<file path="src/rtl/pe_status_pkg.sv">
// Shared state encoding for the program/erase status generator.
// Assumes the engine drives one of these codes; other codes read as idle.
package pe_status_pkg;
    typedef enum logic [2:0] {
        PE_IDLE  = 3'd0,
        PE_PROG  = 3'd1,
        PE_ERASE = 3'd2,
        PE_SUSP  = 3'd3,
        PE_FAIL  = 3'd4
    } pe_state_e;
endpackage

</file>
<file path="src/rtl/pe_toggle_bit.sv">
// One toggle flip-flop that advances only when adv is high.
// Assumes adv is already qualified by the read strobe.
module pe_toggle_bit (
    input  logic clk,
    input  logic rst_n,
    input  logic adv,
    output logic q
);
    // Flip the phase on each qualified read.
    always_ff @(posedge clk) begin
        if (!rst_n)   q <= 1'b0;
        else if (adv) q <= ~q;
    end
endmodule

</file>
<file path="src/rtl/pe_err_flag.sv">
// Sticky error flag behind status bit 5.
// Assumes prog_data and array_data are valid in the cycle the engine enters program.
module pe_err_flag
    import pe_status_pkg::*;
(
    input  logic       clk,
    input  logic       rst_n,
    input  pe_state_e  st,
    input  logic [7:0] prog_data,
    input  logic [7:0] array_data,
    input  logic       rr_clear,
    output logic       err_o
);
    pe_state_e st_q;
    logic      prog_entry;
    logic      erase_new;
    logic      one_over_zero;

    assign prog_entry    = (st == PE_PROG) && (st_q != PE_PROG);
    assign erase_new     = (st == PE_ERASE) && (st_q == PE_IDLE);
    assign one_over_zero = |(prog_data & ~array_data);

    // Remember the previous engine state to find operation starts.
    always_ff @(posedge clk) begin
        if (!rst_n) st_q <= PE_IDLE;
        else        st_q <= st;
    end

    // Set on failure or an illegal program, clear on reset instruction or clean start.
    always_ff @(posedge clk) begin
        if (!rst_n)            err_o <= 1'b0;
        else if (rr_clear)     err_o <= 1'b0;
        else if (st == PE_FAIL) err_o <= 1'b1;
        else if (prog_entry)   err_o <= one_over_zero;
        else if (erase_new)    err_o <= 1'b0;
    end
endmodule

</file>
<file path="src/rtl/pe_prot_timer.sv">
// Counts the busy window of an erase whose selected blocks are all protected.
// Assumes erase_on stays high for the whole erase; the count restarts when it drops.
module pe_prot_timer #(
    parameter int PROT_CYC = 40
) (
    input  logic clk,
    input  logic rst_n,
    input  logic erase_on,
    input  logic prot_all,
    output logic expired_o
);
    localparam int CNT_W = $clog2(PROT_CYC + 1);
    localparam logic [CNT_W-1:0] LIMIT = CNT_W'(PROT_CYC);

    logic [CNT_W-1:0] cnt;

    // Count up to the limit while a fully protected erase is pending.
    always_ff @(posedge clk) begin
        if (!rst_n || !erase_on)           cnt <= '0;
        else if (prot_all && cnt != LIMIT) cnt <= cnt + 1'b1;
    end

    assign expired_o = erase_on && prot_all && (cnt == LIMIT);
endmodule

</file>
<file path="src/rtl/pe_status_gen.sv">
// Status byte and ready/busy generator for an embedded program/erase engine.
// Assumes rd_stb marks one read per pulse and rd_blk is the block of that read.
module pe_status_gen
    import pe_status_pkg::*;
#(
    parameter int NBLK     = 19,
    parameter int PROT_CYC = 40,
    parameter int BLK_W    = $clog2(NBLK)
) (
    input  logic            clk,
    input  logic            rst_n,
    input  logic [2:0]      eng_state,
    input  logic [7:0]      prog_data,
    input  logic [7:0]      array_data,
    input  logic [NBLK-1:0] erase_map,
    input  logic [BLK_W-1:0] rd_blk,
    input  logic            rd_stb,
    input  logic            etimer_run,
    input  logic            prot_all,
    input  logic            rr_clear,
    output logic [7:0]      status_o,
    output logic            ready_o
);
    localparam int NTOG = 2;
    localparam logic [BLK_W-1:0] LAST_BLK = BLK_W'(NBLK - 1);

    pe_state_e       st;
    logic            in_blk;
    logic            expired;
    logic            err;
    logic            erase_live;
    logic [NTOG-1:0] tog_adv;
    logic [NTOG-1:0] tog_q;

    assign st         = pe_state_e'(eng_state);
    assign in_blk     = (rd_blk <= LAST_BLK) && erase_map[rd_blk];
    assign erase_live = (st == PE_ERASE) && !expired;

    // Index 1 drives bit 6, index 0 drives bit 2.
    assign tog_adv[1] = rd_stb && ((st == PE_PROG) || (st == PE_FAIL) || erase_live);
    assign tog_adv[0] = rd_stb && in_blk && (erase_live || (st == PE_SUSP));

    generate
        for (genvar g = 0; g < NTOG; g++) begin : g_tog
            pe_toggle_bit tog_i (
                .clk   (clk),
                .rst_n (rst_n),
                .adv   (tog_adv[g]),
                .q     (tog_q[g])
            );
        end
    endgenerate

    pe_err_flag err_i (
        .clk        (clk),
        .rst_n      (rst_n),
        .st         (st),
        .prog_data  (prog_data),
        .array_data (array_data),
        .rr_clear   (rr_clear),
        .err_o      (err)
    );

    pe_prot_timer #(.PROT_CYC(PROT_CYC)) prot_i (
        .clk       (clk),
        .rst_n     (rst_n),
        .erase_on  (st == PE_ERASE),
        .prot_all  (prot_all),
        .expired_o (expired)
    );

    // Select the reported byte and ready flag from the engine state.
    always_comb begin
        status_o = array_data;
        ready_o  = 1'b1;
        case (st)
            PE_PROG: begin
                status_o = {~prog_data[7], tog_q[1], err, 1'b0, 1'b0, 1'b1, 2'b00};
                ready_o  = 1'b0;
            end
            PE_ERASE: begin
                if (!expired) begin
                    status_o = {1'b0, tog_q[1], err, 1'b0, ~etimer_run,
                                in_blk ? tog_q[0] : 1'b1, 2'b00};
                    ready_o  = 1'b0;
                end
            end
            PE_SUSP: begin
                if (in_blk)
                    status_o = {2'b11, err, 1'b0, 1'b1, tog_q[0], 2'b00};
            end
            PE_FAIL: begin
                status_o = {~prog_data[7], tog_q[1], 1'b1, 1'b0, 1'b0, 1'b1, 2'b00};
            end
            default: ;
        endcase
    end
endmodule

</file>
<file path="config.mk">
export PLATFORM = sky130hd
export DESIGN_NAME = pe_status_gen
export DESIGN_NICKNAME = d
export VERILOG_FILES = /design/src/rtl/pe_status_pkg.sv /design/src/rtl/pe_toggle_bit.sv /design/src/rtl/pe_err_flag.sv /design/src/rtl/pe_prot_timer.sv /design/src/rtl/pe_status_gen.sv
export SDC_FILE = /design/constraint.sdc
export NUM_CORES = 1
export LEC_CHECK = 0
export BUFFER_PORTS_ARGS = -buffer_cell sky130_fd_sc_hd__buf_4
export CAP_MARGIN = 20
export CORE_UTILIZATION = 43
export CTS_BUF_LIST = sky130_fd_sc_hd__clkbuf_4
export DETAILED_ROUTE_END_ITERATION = 12
export GPL_TIMING_DRIVEN = 0
export MAX_ROUTING_LAYER = met4
export PLACE_DENSITY = 0.79
export SETUP_SLACK_MARGIN = 0.3
export SYNTH_ARGS = -nofsm -noshare
export SYNTH_HDL_FRONTEND = slang
export SYNTH_SLANG_ARGS = --single-unit
</file>
<file path="constraint.sdc">
create_clock -name clk -period 3.4 [get_ports clk]
set_clock_uncertainty 0.15 [all_clocks]
set_input_delay 1.02 -clock clk [delete_from_list [all_inputs] [get_ports clk]]
set_output_delay 1.02 -clock clk [all_outputs]
set_load 0.01 [all_outputs]
</file>
==> PnR_summary.wiki, run 1 <==
{| class="wikitable"
! Metric !! Value
|-
| Violation count after the first detailed-route iteration || 17
|-
| Main synth FF type || sky130_fd_sc_hd__dfxtp_1
|-
| Async S/R FF share, synth || 0%
|-
| Overall routing resource usage || about 27%
|-
| Effective utilization at floorplan || 45.9%
|-
| Count of pins over their slew limit || 0
|-
| Number of synthesis warnings || 0
|-
| Residual DRC count || 0
|-
| WP data arrival || 2.59 ns
|-
| Count of hold buffers inserted by post-cts repair || 0
|-
| Routed wire length || 3.43 mm
|-
| Clock transition time at the flip-flop clock pins of the worst setup and hold paths || 0.07 ns
|-
| Transition time at the pin with the least slew margin || a little under 0.7 ns
|-
| Register share of total power || a little over a third
|-
| Std cell rows || 18
|-
| Path category of the worst min-delay check || reg -> reg
|-
| Total grt overflow || 0
|-
| Failing checks || setup timing
|-
| Full die area || approximately 2900 um^2
|-
| Post-route minimum period || ~3.8 ns
|-
| Horizontal die dimension || 53.9 um
|-
| H-tree level count || 1
|-
| Total clock sinks || 12
|-
| CP max stage cell || sky130_fd_sc_hd__mux4_2
|-
| Delay of the slowest cell on the worst path || ~0.52 ns
|-
| Internal portion of total power || 0.000283 W
|-
| Nets || approximately 260
|-
| Diodes inserted || 0
|-
| Register bit count reported by yosys || 12
|-
| Final Hold Violating Endpoints || 0
|-
| Via total after detailed routing || 1,320
|-
| Register-to-register setup slack || around 1.4 ns
|-
| TritonCTS clock tree || done
|-
| Peak Freq || roughly 270 MHz
|-
| Vert. Die Dim || between 50 and 60 um
|-
| Pleak || approximately 0.75 nW
|-
| Kind of end point of the critical path || output pin
|-
| Worst setup path category || in -> out
|-
| Count of buffering cells on the critical path with inverters included || 2
|-
| Via count of the first global-routing pass || 1,320
|-
| List of cells traversed by the critical path || buf_12 > mux4_2 > a32oi_4 > o311ai_4 > nand3_1 > mux2i_2 > buf_4
|-
| Most used cells in the layout excluding fill and tap cells || sky130_fd_sc_hd__buf_4 (56), sky130_fd_sc_hd__inv_1 (17), sky130_fd_sc_hd__nor2_1 (15)
|-
| Library cells used by synthesis || 50
|-
| Sequential-to-total area share from yosys stat || between 20% and 30%
|-
| Kind of cell with the highest combined delay on the critical path || multiplexers
|-
| Setup repair after global routing missed its margin || true
|-
| Relative area change from synthesis to final layout || 51.3%
|-
| Source-to-sink clock delay at the later pin of the worst-skew pair || just under 0.3 ns
|-
| Total Negative Setup Slacks || -2.23 ns
|-
| Root Buffer || sky130_fd_sc_hd__clkbuf_4
|-
| PnR Total Power || around 0.00041 W
|-
| Routed wire per std cell || between 10 and 15 um
|-
| Proportion of power drawn by the clock network || 22.5%
|-
| Initial antenna violation count || 0
|-
| Global-route wire length before repair || ~5.5 mm
|-
| Avg Cell Area, Syn || between 7 and 8 um^2
|-
| Area of the mapped netlist || ~1200 um^2
|-
| Standard cell core area || 2520 um^2
|-
| Data required, critical path || 2.23 ns
|-
| Detailed Place HPWL || about 2.7 mm
|-
| Max Cap Viol || 0
|-
| Total nets after synthesis || 197
|-
| Net switching fraction of the power || about a third
|-
| Logic gate share of total power || about 42%
|-
| Peak VDD IR || between 200 and 300 uV
|-
| Endpoints failing setup || 8
|-
| Count of buffers inserted at the top-level ports || 52
|-
| Share of the clock period used by the worst path after layout || 110%
|-
| Number of CTS-inserted buffers || 3
|-
| Minimum setup slack in the final design || -0.357 ns
|-
| Most common cell after layout, fill and taps aside || sky130_fd_sc_hd__buf_4
|-
| Ratio of cells with drive above 1 in the final layout || a little over two fifths
|-
| Max Buffers Root-to-Sink || 2
|-
| Power density over the cells || around 240 nW/um^2
|-
| Worst setup SP type || input pin
|-
| Synthesized netlist cell count || around 150
|-
| Via-per-instance ratio || roughly 5.6
|-
| CP max FO || 4
|-
| Rel. slew slack || between 50 and 60%
|-
| I/O pins || 58
|-
| Run status || complete, but fails checks
|-
| Largest net degree at the start of global routing || 11
|-
| Gpl congestion || approximately 0.84
|-
| Router iterations before antenna repair || 4
|-
| Number of synthesized flops with an enable pin || 0
|-
| Switch Pwr || roughly 0.00013 W
|-
| Final antenna-violating net count || 0
|}
[timing repair]
item / 4_1_cts / 5_1_grt
pin swaps: 3 / 2
setup endpoints to repair: 9 / 9
resized for setup: 11 / 6
buffers inserted: 3 / 1
[per-layer routing]
| layer | up-vias | global-route usage (%) | routed length [um] |
|---|---|---|---|
| met5 | - | - | 0 |
| met4 | 0 | 11.0 | 78 |
| met3 | 8 | 5.08 | 164 |
| met2 | 42 | 50.6 | 1830 |
| met1 | 611 | 27.9 | 1360 |
| li1 | 659 | - | - |
[Yosys cell counts (3+ instances only)]
cell | number | area share (%)
sky130_fd_sc_hd__a21oi_1 | 5 | 2.2
sky130_fd_sc_hd__a22oi_1 | 5 | 3.2
sky130_fd_sc_hd__a31oi_1 | 4 | 2.2
sky130_fd_sc_hd__and2_1 | 3 | 1.6
sky130_fd_sc_hd__dfxtp_1 | 12 | 21
sky130_fd_sc_hd__inv_1 | 17 | 5.5
sky130_fd_sc_hd__mux2_2 | 3 | 2.9
sky130_fd_sc_hd__mux2i_1 | 5 | 4.3
sky130_fd_sc_hd__nand2_1 | 8 | 2.6
sky130_fd_sc_hd__nand2b_1 | 4 | 2.2
sky130_fd_sc_hd__nand3_1 | 5 | 2.2
sky130_fd_sc_hd__nand3b_1 | 3 | 1.9
sky130_fd_sc_hd__nand4_1 | 3 | 1.6
sky130_fd_sc_hd__nor2_1 | 16 | 5.2
sky130_fd_sc_hd__nor3b_1 | 3 | 1.9
sky130_fd_sc_hd__o221ai_1 | 3 | 2.3
sky130_fd_sc_hd__xnor2_1 | 3 | 2.3
[registers in the layout, indices dropped and copies added, names as in the netlist]
name / cells
err_i.err_o: 1
err_i.st_q: 3
g_tog.tog_i.q: 2
prot_i.cnt: 6
[layout make-up]
cell class                      count  area (um^2)
Fill cell                         211          769
Buffer                              6         55.1
Inverter                           17         63.8
Multi-Input combinational cell    111          893
Clock buffer                        3         22.5
Tap cell                           30         37.5
Timing Repair Buffer               56          437
Sequential cell                    12          240
Clock inverter                      1         3.75
[kinds of logic after synthesis]
| family | count (synthesis) | synth area share (%) |
|---|---|---|
| simple gates | 58 | 27.5 |
| xor+xnor | 4 | 3.02 |
| flops | 12 | 20.7 |
| fa+ha+maj | 2 | 2.16 |
| buf+inv | 23 | 9.39 |
| compound gates | 37 | 26.0 |
| mux | 10 | 11.1 |
[worst min-delay path: stages (launching register included)]
cell                      delay (ns)
sky130_fd_sc_hd__dfxtp_1        0.32
sky130_fd_sc_hd__o21ai_0        0.08
sky130_fd_sc_hd__a21oi_1        0.06
[power groups by stage]
stage	combinational, W	sequential [W]	clock, W
after global routing	0.000188	0.000148	0.0000996
after global placement	0.000149	0.000150	0
final	0.000174	0.000147	0.0000931
after CTS	0.000168	0.000147	0.0000964
after detailed placement	0.000154	0.000150	0
after floorplan	0.0000828	0.000149	0
[metrics by stage]
step	hold slack (ns)	util [%]	std cells	instance area, um^2	setup WS [ns]
2_1_floorplan	0.304	-	146	1170	-0.167
3_3_place_gp	0.325	63.2	228	1590	-0.348
3_5_place_dp	0.353	63.2	228	1590	-0.370
4_1_cts	0.363	68.2	235	1720	-0.337
5_1_grt	0.409	69.5	236	1750	-0.433
6_report	0.360	69.5	236	1750	-0.357
[worst paths after layout]
path,from,endpoint,depth (start not counted)
hold / removal,prot_i.cnt[5],prot_i.cnt[5],2
setup reg to reg,prot_i.cnt[0],g_tog[1].tog_i.q,7
setup / recovery,rd_blk[0],status_o[5],7
hold reg to reg,prot_i.cnt[5],prot_i.cnt[5],2
Power figures use the tool's default switching activity.
==> run 2: changes to the inputs <==
--- a/config.mk
+++ b/config.mk
@@ -7,6 +7,7 @@
 export LEC_CHECK = 0
 export BUFFER_PORTS_ARGS = -buffer_cell sky130_fd_sc_hd__buf_4
 export CAP_MARGIN = 20
+export CORE_ASPECT_RATIO = 2
 export CORE_UTILIZATION = 43
 export CTS_BUF_LIST = sky130_fd_sc_hd__clkbuf_4
 export DETAILED_ROUTE_END_ITERATION = 12
==> PnR_summary.wiki, run 2 (same netlist as run 1, synthesis figures left out) <==
{| class="wikitable"
! Metric !! Value
|-
| Run status || complete, but fails checks
|-
| Failing checks || setup timing
|-
| Via total after detailed routing || approximately 1,300
|-
| Rel. slew slack || 51.2%
|-
| Worst setup path category || in -> out
|-
| CP max stage cell || sky130_fd_sc_hd__mux4_2
|-
| Minimum setup slack in the final design || -0.328 ns
|-
| Count of pins over their slew limit || 0
|-
| Full die area || about 2900 um^2
|-
| Endpoints failing setup || 8
|-
| Number of CTS-inserted buffers || 3
|-
| Peak Freq || between 200 and 300 MHz
|-
| Setup repair after global routing missed its margin || true
|-
| CP max FO || 3
|-
| Count of buffering cells on the critical path with inverters included || 3
|-
| Count of hold buffers inserted by post-cts repair || 0
|-
| Routed wire per std cell || between 10 and 15 um
|-
| Delay of the slowest cell on the worst path || 0.53 ns
|-
| Most used cells in the layout excluding fill and tap cells || sky130_fd_sc_hd__buf_4 (57), sky130_fd_sc_hd__inv_1 (17), sky130_fd_sc_hd__nor2_1 (15)
|-
| Nets || around 260
|-
| Violation count after the first detailed-route iteration || 35
|-
| Power density over the cells || 236 nW/um^2
|-
| Post-route minimum period || 3.73 ns
|-
| Number of fill cells in the layout || just over 200
|-
| H-tree level count || 1
|-
| Path category of the worst min-delay check || reg -> reg
|-
| Gpl congestion || between 0.7 and 0.8
|-
| Horizontal die dimension || roughly 39 um
|-
| Share of the clock period used by the worst path after layout || 110%
|-
| WP data arrival || approximately 2.6 ns
|-
| Largest net degree at the start of global routing || 11
|-
| Kind of cell with the highest combined delay on the critical path || compound AO/OA/AOI/OAI gates
|-
| Residual DRC count || 0
|-
| Register-to-register setup slack || roughly 1.2 ns
|-
| Router iterations before antenna repair || 4
|-
| Ratio of cells with drive above 1 in the final layout || 43.5%
|-
| Diodes inserted || 0
|-
| Final Hold Violating Endpoints || 0
|-
| Kind of end point of the critical path || output pin
|-
| Pre-CTS WS || -0.367 ns
|-
| Count of buffers inserted at the top-level ports || 52
|-
| Max Buffers Root-to-Sink || 2
|-
| Number of flip-flops under the largest register name || 6
|-
| Post-Layout Cell Count || approximately 240
|-
| Global-route wire length before repair || ~5.2 mm
|-
| PnR Total Power || 0.000415 W
|-
| Routed wire length || around 3.4 mm
|-
| Source-to-sink clock delay at the later pin of the worst-skew pair || between 0.2 and 0.3 ns
|-
| Detailed Place HPWL || ~2.7 mm
|-
| Via-per-instance ratio || approximately 5.6
|-
| Data required, critical path || ~2.2 ns
|-
| Total Negative Setup Slacks || -2.20 ns
|-
| I/O pins || 58
|-
| Relative area change from synthesis to final layout || 51.6%
|-
| Max Cap Viol || 0
|-
| List of cells traversed by the critical path || buf_12 > mux4_2 > a32oi_4 > o311ai_4 > buf_4 > a31oi_4 > buf_4
|-
| Most common cell after layout, fill and taps aside || sky130_fd_sc_hd__buf_4
|-
| Std cell rows || 26
|-
| Most flop-heavy register || prot_i.cnt
|-
| Via count of the first global-routing pass || 1,321
|-
| Root Buffer || sky130_fd_sc_hd__clkbuf_4
|-
| Effective utilization at floorplan || a little under half
|-
| Clock transition time at the flip-flop clock pins of the worst setup and hold paths || 0.08 ns
|-
| Total grt overflow || 0
|-
| Final antenna-violating net count || 0
|-
| Initial antenna violation count || 0
|-
| Transition time at the pin with the least slew margin || between 0.7 and 0.8 ns
|-
| TritonCTS clock tree || done
|-
| Crit-path most repeated cell || sky130_fd_sc_hd__buf_4
|-
| Worst setup SP type || input pin
|-
| Overall routing resource usage || 25.3%
|-
| Standard cell core area || between 2000 and 3000 um^2
|-
| Dpl cells || roughly 230
|-
| Total clock sinks || 12
|-
| Peak VDD IR || 234 uV
|-
| Vert. Die Dim || ~75 um
|-
| Largest registers || prot_i.cnt: 6 flops, err_i.st_q: 3 flops, g_tog.tog_i.q: 2 flops
|-
| Pleak || about 0.76 nW
|}
[run 2: area by class of cell]
cell class                      count  area (um^2)  share of cell area (%)
Clock inverter                      1         3.75                   0.214
Tap cell                           28         35.0                    1.99
Inverter                           17         63.8                    3.63
Sequential cell                    12          240                    13.7
Multi-Input combinational cell    111          901                    51.3
Clock buffer                        3         22.5                    1.28
Buffer                              6         55.1                    3.13
Timing Repair Buffer               57          435                    24.8
[run 2: what timing repair did]
item / CTS / global route
pin swaps: 6 / 4
endpoints found under the setup margin: 8 / 8
gates resized for setup: 14 / 5
buffers inserted: 4 / 1
[run 2: worst paths after layout]
kind | start | endpoint | cells after the start
setup / recovery | rd_blk[0] | status_o[4] | 7
hold / removal | err_i.err_o | err_i.err_o | 2
setup reg to reg | prot_i.cnt[0] | g_tog[1].tog_i.q | 7
hold reg to reg | err_i.err_o | err_i.err_o | 2
[run 2: metal layers]
| metal | part of all wire, % | global-route usage [%] |
|---|---|---|
| met5 | 0 | - |
| met1 | 34 | 21.3 |
| met3 | 3.7 | 4.37 |
| met4 | 2.0 | 8.43 |
| met2 | 60 | 50.7 |
[run 2: where the power goes]
part	switching (W)	leakage, nW	internal (W)
sequential	0.00000233	0.0978	0.000144
clock	0.0000508	0.0154	0.0000427
combinational	0.0000784	0.648	0.0000961
[run 2: through the flow]
| stage | util (%) | instance area (um^2) | hold slack, ns |
|---|---|---|---|
| global placement | 62.7 | 1590 | 0.326 |
| global route | 69.2 | 1760 | 0.380 |
| floorplan | - | 1170 | 0.304 |
| CTS | 67.8 | 1720 | 0.354 |
| detailed placement | 62.7 | 1590 | 0.343 |
| finish | 69.2 | 1760 | 0.352 |
[run 2: worst register-to-register path: stages (launching register included)]
cell,delay [ns]
sky130_fd_sc_hd__dfxtp_1,0.37
sky130_fd_sc_hd__inv_1,0.09
sky130_fd_sc_hd__ha_1,0.20
sky130_fd_sc_hd__and4b_1,0.21
sky130_fd_sc_hd__and3_1,0.20
sky130_fd_sc_hd__o221ai_1,0.54
sky130_fd_sc_hd__nand3_1,0.14
sky130_fd_sc_hd__a21oi_1,0.17
